--- config.mk ---
export PLATFORM = sky130hd
export DESIGN_NAME = evt_perf_slot
export DESIGN_NICKNAME = d
export VERILOG_FILES = /design/src/rtl/pmc_pkg.sv /design/src/rtl/pmc_match_reg.sv /design/src/rtl/pmc_counter.sv /design/src/rtl/evt_perf_slot.sv
export SDC_FILE = /design/constraint.sdc
export NUM_CORES = 1
export LEC_CHECK = 0
export BUFFER_PORTS_ARGS = -buffer_cell sky130_fd_sc_hd__buf_2
export CORE_UTILIZATION = 40
export CTS_CLUSTER_DIAMETER = 120
export CTS_CLUSTER_SIZE = 20
export DETAILED_ROUTE_END_ITERATION = 6
export PLACE_DENSITY_LB_ADDON = 0.25
export REMOVE_ABC_BUFFERS = 1
export SETUP_SLACK_MARGIN = 0.2
export SLEW_MARGIN = 20
export SYNTH_ARGS = -nofsm -noshare
export SYNTH_HDL_FRONTEND = slang
export SYNTH_HIERARCHICAL = 1
export SYNTH_SLANG_ARGS = --single-unit
--- constraint.sdc ---
create_clock -name clk -period 12.5 [get_ports clk]
set_input_delay 1.25 -clock clk [delete_from_list [all_inputs] [get_ports clk]]
set_output_delay 1.25 -clock clk [all_outputs]
set_load 0.005 [all_outputs]
--- src/rtl/pmc_pkg.sv ---
package pmc_pkg;
  localparam int DATA_W   = 64;
  localparam int SRC_W    = 8;
  localparam int CNT_W    = 48;
  localparam int DEV_W    = 16;
  localparam int DOM_W    = 16;
  localparam int ASID_W   = 20;
  localparam int IDX_W    = 3;
  localparam int EN_BIT   = 31;
  localparam int MASK_LSB = 32;

  typedef enum logic [IDX_W-1:0] {
    IDX_SRC  = 3'd0,
    IDX_CNT  = 3'd1,
    IDX_DEV  = 3'd2,
    IDX_DOM  = 3'd3,
    IDX_ASID = 3'd4
  } reg_idx_e;
endpackage

--- src/rtl/pmc_match_reg.sv ---
module pmc_match_reg import pmc_pkg::*; #(
  parameter int W = 16
) (
  input  logic              clk,
  input  logic              rst_n,
  input  logic              we,
  input  logic [DATA_W-1:0] wdata,
  input  logic [W-1:0]      tag,
  output logic [DATA_W-1:0] rdata,
  output logic              accept
);
  logic         en_q, en_d;
  logic [W-1:0] val_q, val_d;
  logic [W-1:0] msk_q, msk_d;

  always_comb begin
    en_d  = en_q;
    val_d = val_q;
    msk_d = msk_q;
    if (we) begin
      en_d  = wdata[EN_BIT];
      val_d = wdata[W-1:0];
      msk_d = wdata[MASK_LSB +: W];
    end
  end

  always_ff @(posedge clk or negedge rst_n) begin
    if (!rst_n) begin
      en_q  <= 1'b0;
      val_q <= '0;
      msk_q <= '0;
    end else if (we) begin
      en_q  <= en_d;
      val_q <= val_d;
      msk_q <= msk_d;
    end
  end

  always_comb begin
    rdata = '0;
    rdata[W-1:0]         = val_q;
    rdata[EN_BIT]        = en_q;
    rdata[MASK_LSB +: W] = msk_q;
  end

  assign accept = !en_q || (((tag ^ val_q) & ~msk_q) == '0);
endmodule

--- src/rtl/pmc_counter.sv ---
module pmc_counter import pmc_pkg::*; (
  input  logic             clk,
  input  logic             rst_n,
  input  logic             load,
  input  logic [CNT_W-1:0] load_val,
  input  logic             incr,
  output logic [CNT_W-1:0] count
);
  logic [CNT_W-1:0] cnt_q, cnt_d;
  logic             cnt_en;

  assign cnt_en = load || incr;

  always_comb begin
    cnt_d = cnt_q;
    if (load)      cnt_d = load_val;
    else if (incr) cnt_d = cnt_q + 1'b1;
  end

  always_ff @(posedge clk or negedge rst_n) begin
    if (!rst_n)      cnt_q <= '0;
    else if (cnt_en) cnt_q <= cnt_d;
  end

  assign count = cnt_q;
endmodule

--- src/rtl/evt_perf_slot.sv ---
module evt_perf_slot import pmc_pkg::*; (
  input  logic              clk,
  input  logic              arst_n,
  input  logic              reg_wr,
  input  logic [IDX_W-1:0]  reg_idx,
  input  logic [DATA_W-1:0] reg_wdata,
  output logic [DATA_W-1:0] reg_rdata,
  input  logic              ev_valid,
  input  logic [SRC_W-1:0]  ev_code,
  input  logic [DEV_W-1:0]  ev_dev,
  input  logic [DOM_W-1:0]  ev_dom,
  input  logic [ASID_W-1:0] ev_asid
);
  localparam int NFILT = 3;

  logic [1:0]       rst_sync_q;
  logic             rst_n;
  logic [SRC_W-1:0] src_q, src_d;
  logic             src_we, slot_on;
  logic [CNT_W-1:0] cnt_q;
  logic             cnt_load, cnt_incr;
  logic [NFILT-1:0] filt_we, filt_ok;
  logic [DATA_W-1:0] dev_rd, dom_rd, asid_rd;

  // reset: asserted asynchronously, released after two clock edges
  always_ff @(posedge clk or negedge arst_n) begin
    if (!arst_n) rst_sync_q <= 2'b00;
    else         rst_sync_q <= {rst_sync_q[0], 1'b1};
  end
  assign rst_n = rst_sync_q[1];

  assign src_we = reg_wr && (reg_idx == IDX_SRC);

  always_comb begin
    src_d = src_q;
    if (src_we) src_d = reg_wdata[SRC_W-1:0];
  end

  always_ff @(posedge clk or negedge rst_n) begin
    if (!rst_n)      src_q <= '0;
    else if (src_we) src_q <= src_d;
  end

  assign slot_on = (src_q != '0);

  assign filt_we[0] = reg_wr && (reg_idx == IDX_DEV);
  assign filt_we[1] = reg_wr && (reg_idx == IDX_DOM);
  assign filt_we[2] = reg_wr && (reg_idx == IDX_ASID);

  pmc_match_reg #(.W(DEV_W)) u_dev_filt (
    .clk(clk), .rst_n(rst_n), .we(filt_we[0]), .wdata(reg_wdata),
    .tag(ev_dev), .rdata(dev_rd), .accept(filt_ok[0]));

  pmc_match_reg #(.W(DOM_W)) u_dom_filt (
    .clk(clk), .rst_n(rst_n), .we(filt_we[1]), .wdata(reg_wdata),
    .tag(ev_dom), .rdata(dom_rd), .accept(filt_ok[1]));

  pmc_match_reg #(.W(ASID_W)) u_asid_filt (
    .clk(clk), .rst_n(rst_n), .we(filt_we[2]), .wdata(reg_wdata),
    .tag(ev_asid), .rdata(asid_rd), .accept(filt_ok[2]));

  assign cnt_load = reg_wr && (reg_idx == IDX_CNT) && slot_on;
  assign cnt_incr = ev_valid && slot_on && (ev_code == src_q) && (&filt_ok);

  pmc_counter u_cnt (
    .clk(clk), .rst_n(rst_n), .load(cnt_load),
    .load_val(reg_wdata[CNT_W-1:0]), .incr(cnt_incr), .count(cnt_q));

  always_comb begin
    reg_rdata = '0;
    case (reg_idx)
      IDX_SRC:  reg_rdata[SRC_W-1:0] = src_q;
      IDX_CNT:  if (slot_on) reg_rdata[CNT_W-1:0] = cnt_q;
      IDX_DEV:  reg_rdata = dev_rd;
      IDX_DOM:  reg_rdata = dom_rd;
      IDX_ASID: reg_rdata = asid_rd;
      default:  reg_rdata = '0;
    endcase
  end
endmodule

# Word level (Yosys, flattened, before mapping)
# Index checks and enable logic that the tools add are counted.
[totals]
wordCells = 57
output_inout_bits = 64
reg_bits = 165
in_bits = 131
[classes]
mux = 6
n_addsub = 1
n_eq_ne = 5
reduce_logical = 24
bitwise = 9
[ops]
columns = ["operator", "n"]
rows = [
  ["$pmux 40 s4", 1],
  ["$mux 48", 3],
  ["$add 48x1->48 const B", 1],
  ["$pmux 8 s5", 1],
  ["$and 16x16->16", 2],
  ["$logic_not 16->1", 2],
  ["$not 16->16", 2],
  ["$xor 16x16->16", 2],
  ["$and 20x20->20", 1],
  ["$logic_not 20->1", 1],
  ["$not 20->20", 1],
  ["$xor 20x20->20", 1],
  ["$logic_and 1x1->1", 9],
  ["$eq 8x8->1", 1],
  ["$reduce_bool 8->1", 1],
  ["$eq 3x2->1 const B", 2],
  ["$logic_or 1x1->1", 4],
  ["$mux 4", 1],
  ["$eq 3x1->1 const B", 1],
  ["$eq 3x3->1 const B", 1],
  ["$logic_not 1->1", 3],
  ["$logic_not 3->1", 1],
  ["$reduce_and 3->1", 1],
  ["$reduce_and 2->1", 1],
  ["$reduce_bool 2->1", 1],
]

# Depth between registers and ports, before layout
[depth]
ltp_word = 8
depth_mapped = 14
mapped_depth_nobuf = 12

# Modules after synthesis
# The synthesis kept the hierarchy.
[modules_own_cells]
columns = ["mod", "instances", "seq_area_each_um2", "area_per_inst_um2", "cells_each"]
rows = [
  ["pmc_match_reg (u_dev_filt ...)", 2, 825.8, 1670.4, 130],
  ["pmc_counter", 1, 1201.2, 2832.7, 300],
  ["evt_perf_slot", 1, 250.2, 2244.7, 285],
  ["pmc_match_reg (u_asid_filt)", 1, 1026.0, 1960.6, 148],
]

# Least setup slack after synthesis
# Ideal clock, no wire load.
[synth_path]
path_kind = "input -> register"
start = "input ev_dev[14]"
end = "register u_cnt.cnt_q[27], in the netlist u_cnt/count[27]"
path_stages = 14
setup_slack_ps = 8250
setup_ps = 126
arrival_time_ps = 4123
cell_sequence = "xnor2_1 -> o22ai_1 -> or4_1 -> o21ai_1 -> and4_1 -> nand2_1 -> nor4_1 -> buf_4 -> nand4_2 -> or4_1 -> buf_2 -> or4_4 -> xor2_1 -> o21ai_2"
[synth_via]
elab_chain_cells = 8
word_cells_on_any_way = 9
[synth_rtl]
columns = ["item", "line_no", "source"]
rows = [
  ["start, declared", "evt_perf_slot.sv:10", "input logic [DEV_W-1:0] ev_dev,"],
  ["$xor 16x16->16 *", "pmc_match_reg.sv:46", "assign accept = !en_q || (((tag ^ val_q) & ~msk_q) == '0);"],
  ["$and 16x16->16 *", "pmc_match_reg.sv:46", ""],
  ["$logic_not 16->1 *", "pmc_match_reg.sv:46", ""],
  ["$logic_or 1x1->1 *", "pmc_match_reg.sv:46", ""],
  ["via filt_ok[0]", "evt_perf_slot.sv:22", "logic [NFILT-1:0] filt_we, filt_ok;"],
  ["$reduce_and 3->1 *", "evt_perf_slot.sv:63", "assign cnt_incr = ev_valid && slot_on && (ev_code == src_q) && (&filt_ok);"],
  ["$logic_and 1x1->1 *", "evt_perf_slot.sv:63", ""],
  ["via cnt_incr", "evt_perf_slot.sv:21", "logic cnt_load, cnt_incr;"],
  ["$reduce_bool 2->1 (no line) or $logic_or 1x1->1 (tied branches)", "--", ""],
  ["$reduce_and 2->1 (no line) *", "--", ""],
  ["end signal, assigned", "pmc_counter.sv:22", "else if (cnt_en) cnt_q <= cnt_d;"],
  ["end, declared", "pmc_counter.sv:9", "logic [CNT_W-1:0] cnt_q, cnt_d;"],
]
# The timed path passes the listed nets; every way through them passes the cells marked *.
# A chain may end at the register's enable or synchronous reset.

# Worst setup path in the final report
[layout_path]
start = "input ev_asid[1]"
end = "register u_cnt.cnt_q[41], in the netlist u_cnt/count[41]"
[layout_via]
elab_chain_cells = 8
word_cells_on_any_way = 9
[layout_rtl]
columns = ["item", "line_no", "source"]
rows = [
  ["start, declared", "evt_perf_slot.sv:12", "input logic [ASID_W-1:0] ev_asid"],
  ["$xor 20x20->20 *", "pmc_match_reg.sv:46", ""],
  ["$and 20x20->20 *", "pmc_match_reg.sv:46", ""],
  ["$logic_not 20->1 *", "pmc_match_reg.sv:46", ""],
  ["$logic_or 1x1->1 *", "pmc_match_reg.sv:46", ""],
  ["via filt_ok[2]", "evt_perf_slot.sv:22", ""],
  ["$reduce_and 3->1 *", "evt_perf_slot.sv:63", ""],
  ["$logic_and 1x1->1 *", "evt_perf_slot.sv:63", ""],
  ["via cnt_incr", "evt_perf_slot.sv:21", ""],
  ["$reduce_bool 2->1 (no line) or $logic_or 1x1->1 (tied branches)", "--", ""],
  ["$reduce_and 2->1 (no line) *", "--", ""],
]
# Marks and branches as above.

==> flow_metrics.tcl <==
set metrics [dict create \
    cts_root_buf "clkbuf_16" \
    synth_area_leaders "dfrtp_1 40%, mux2_2 14%, xnor2_1 7.0%" \
    clock_latency_ns 0.43 \
    dp.final_hpwl_um 21000 \
    maxCapViolCount 0 \
    p_comb_share_pct 23.6 \
    cts-htree-levels 4 \
    synth-seq-cells 165 \
    die_y_um 163.1 \
    layout_setup_ws_ns 7.464 \
    swShare_pct 31.60 \
    routed_wirelength_um 29790 \
    grt_overflow 0 \
    power_leakage_nw 5.049 \
    drc 0 \
    yosys_warnings 6 \
    numCtsBuffers 17 \
    cp_common_cell "nor4_1" \
    drtIter0Drc 505 \
    cts_buffer_depth 2 \
    seq_area_frac_synth_pct 39.78 \
    fin_crit_ns 5.036 \
    clkPwrFrac_pct 30.4 \
    yosysMostFrequentCell "dfrtp_1" \
    pre_cts_ws_ns 7.126 \
    dieWidth_um 163.1 \
    port_buffers 170 \
    die-area_mm2 0.02660 \
    post_dp_cell_area_mm2 0.01115 \
    yosysUniqueCellTypes 48 \
    powerDensity_mw_per_mm2 147.7 \
    areaGrowthSynthToFinish_pct 13.09 \
    tightest_slew_ns 0.9737 \
    drive_gt1_share_pct 32.20 \
    hold_violations 0 \
    fin_skew_ns 0.01090 \
    synth_edf_count 0 \
    worstPathArrival_ns 5.35 \
    max_freq_ghz 0.1986 \
    fin_setup_tns_ns 0 \
    fill_cells 2448 \
    io_pins 195 \
    avgSynthCellArea_um2 10.45 \
    viasPerCell 5.263 \
    yosys-top-cells-count "165 x dfrtp_1, 133 x mux2_2, 89 x buf_4, 83 x xnor2_1, 73 x nand2_1" \
    routedWlPerCell_um 20.17 \
    cts_tree "built" \
    critPathBufInv 2 \
    seq_power_share_pct 46.0 \
    vias 7774 \
    postCtsSetupRepairBufs 0 \
    nNetsFinal 1265 \
    total_power_w 0.001734 \
    antenna_found_initial 2 \
    outcome "completed" \
    syn-cell-area_mm2 0.01038 \
    synthFlopType "dfrtp_1" \
    yosys.area.top_type "dfrtp_1" \
    required_ns 12.82 \
    path_delay_family "simple AND/OR/NAND/NOR gates" \
    min_period_over_period_pct 40.29 \
    intPower_w 0.001186 \
    synth.top_cell.area_share_pct 39.78 \
    stdcell_area_mm2 0.01174 \
    rsz0062_at_grt "no" \
    slew_headroom_pct 34.49 \
    firstDrtPassIters 5 \
    cp-end-kind "flop" \
    synth_cells 993 \
    cp_slowest_cell "or4_1" \
    finalSetupViolations 0 \
    core_area_mm2 0.02533 \
    async_flop_share_pct 100.0 \
    cp_max_fo 7 \
    ir_drop_mv 0.07905 \
    cts.sinks 165 \
    path_class "input port to flop" \
    grtUsageTotal_pct 22.96 \
    hold_buffers 0 \
    start_kind "input port" \
    gp_congestion 0.8551 \
    crit_chain "buf_2 -> xnor2_1 -> o22ai_1 -> nor4_1 -> a31o_1 -> and4_1 -> nand2_1 -> nor4_1 -> buf_4 -> nand4_2 -> or4_1 -> nor4_2 -> xor2_1 -> mux2_2" \
    p_sw_w 0.0005478 \
    grt_pass1_wl_um 45480 \
    grt_start_max_net_pins 84 \
    hp-class "flop to async pin" \
    grt_pass1_vias 7772 \
    critPathMaxStageDelay_ns 0.78 \
    drv_slew 0 \
    initial_core_util_pct 40.98 \
    num_rows 58 \
    postRouteAntennaNets 0 \
    ctsResizeCount 0 \
    path_clk_slew_ns 0.06 \
]
==> per-layer routing <==
metal	global-route usage (%)	wire [um]	part of all wire, %	up-vias
met5	0	13	0.044	-
met4	7.392	571	1.9	2
met3	4.723	1723	5.8	41
met2	36.77	13900	47	267
met1	30.94	13590	46	3781
li1	-	-	-	3683
==> cell type report <==
class,count,area [um2],area share (%)
antenna,1,2.502,0.02132
tap,330,412.9,3.518
multi-input combinational,753,5599,47.70
inverter,14,52.55,0.4477
clock buffer,25,485.5,4.136
sequential,165,4133,35.21
clock inverter,7,96.34,0.8208
timing repair buffer,182,955.9,8.144
==> state kept, by name, summed over array words and instances (netlist names) <==
signal             flops
u_asid_filt/en_q       1
u_cnt/count           48
u_dev_filt/msk_q      16
u_dev_filt/en_q        1
u_dom_filt/msk_q      16
u_dom_filt/en_q        1
rst_sync_q             2
u_asid_filt/val_q     20
u_dom_filt/val_q      16
u_dev_filt/val_q      16
u_asid_filt/msk_q     20
src_q                  8
==> power by group through the flow <==
stage / sequential [W] / clock (W) / combinational (W)
after global placement: 0.000801 / 0 / 0.000400
after global routing: 0.000817 / 0.000561 / 0.000445
after CTS: 0.000797 / 0.000537 / 0.000410
after floorplan: 0.000766 / 0 / 0.000272
final: 0.000797 / 0.000527 / 0.000410
after detailed placement: 0.000806 / 0 / 0.000408
==> kinds of logic (layout without fill, tap and decap cells) <==
| group | after synthesis | count (layout) | share of synthesized area, % |
|---|---|---|---|
| buffers and inverters | 157 | 228 | 9.512 |
| xor gates and xnor gates | 107 | 107 | 9.030 |
| and+or+nand+nor | 228 | 228 | 11.65 |
| DFF | 165 | 165 | 39.78 |
| adders and majority gates | 1 | 1 | 0.1205 |
| AOI/OAI and AO/OA | 139 | 139 | 9.644 |
| other | 4 | 87 | 0.1446 |
| muxes | 192 | 192 | 20.12 |
==> cells in the final DEF (no fill, tap or decap), drive strengths merged, types with 39 or more instances in the layout <==
master / netlist / final
buf: 117 / 182
dfrtp: 165 / 165
mux2: 133 / 133
conb: 4 / 86
xnor2: 83 / 83
nand2: 73 / 73
mux2i: 59 / 59
nor2: 59 / 59
o21ai: 54 / 54
a221o: 39 / 39
==> final timing paths <==
| kind | end | from | cells past startpoint | slack, ns |
|---|---|---|---|---|
| min in group clk | rst_sync_q[1] | rst_sync_q[0] | 0 | 0.35 |
| setup reg to reg | u_cnt/count[41] | u_asid_filt/val_q[1] | 13 | 7.93 |
| max in group asynchronous | u_asid_filt/val_q[17] | rst_sync_q[1] | 1 | 11.07 |
| hold / removal | u_dev_filt/val_q[9] | rst_sync_q[1] | 0 | 0.18 |
| hold reg to reg | u_dev_filt/val_q[9] | rst_sync_q[1] | 0 | 0.18 |
| setup / recovery | u_cnt/count[41] | ev_asid[1] | 14 | 7.46 |
==> stage by stage <==
stage	hold WS [ns]	utilization [%]	std cells
final	0.1843	46.34	1477
after global routing	0.2072	46.34	1477
after CTS	0.1950	46.33	1476
after detailed placement	0.1880	44.04	1444
after global placement	0.1857	43.96	1443
after floorplan	0.3312	-	932
Power figures use the tool's default switching activity.
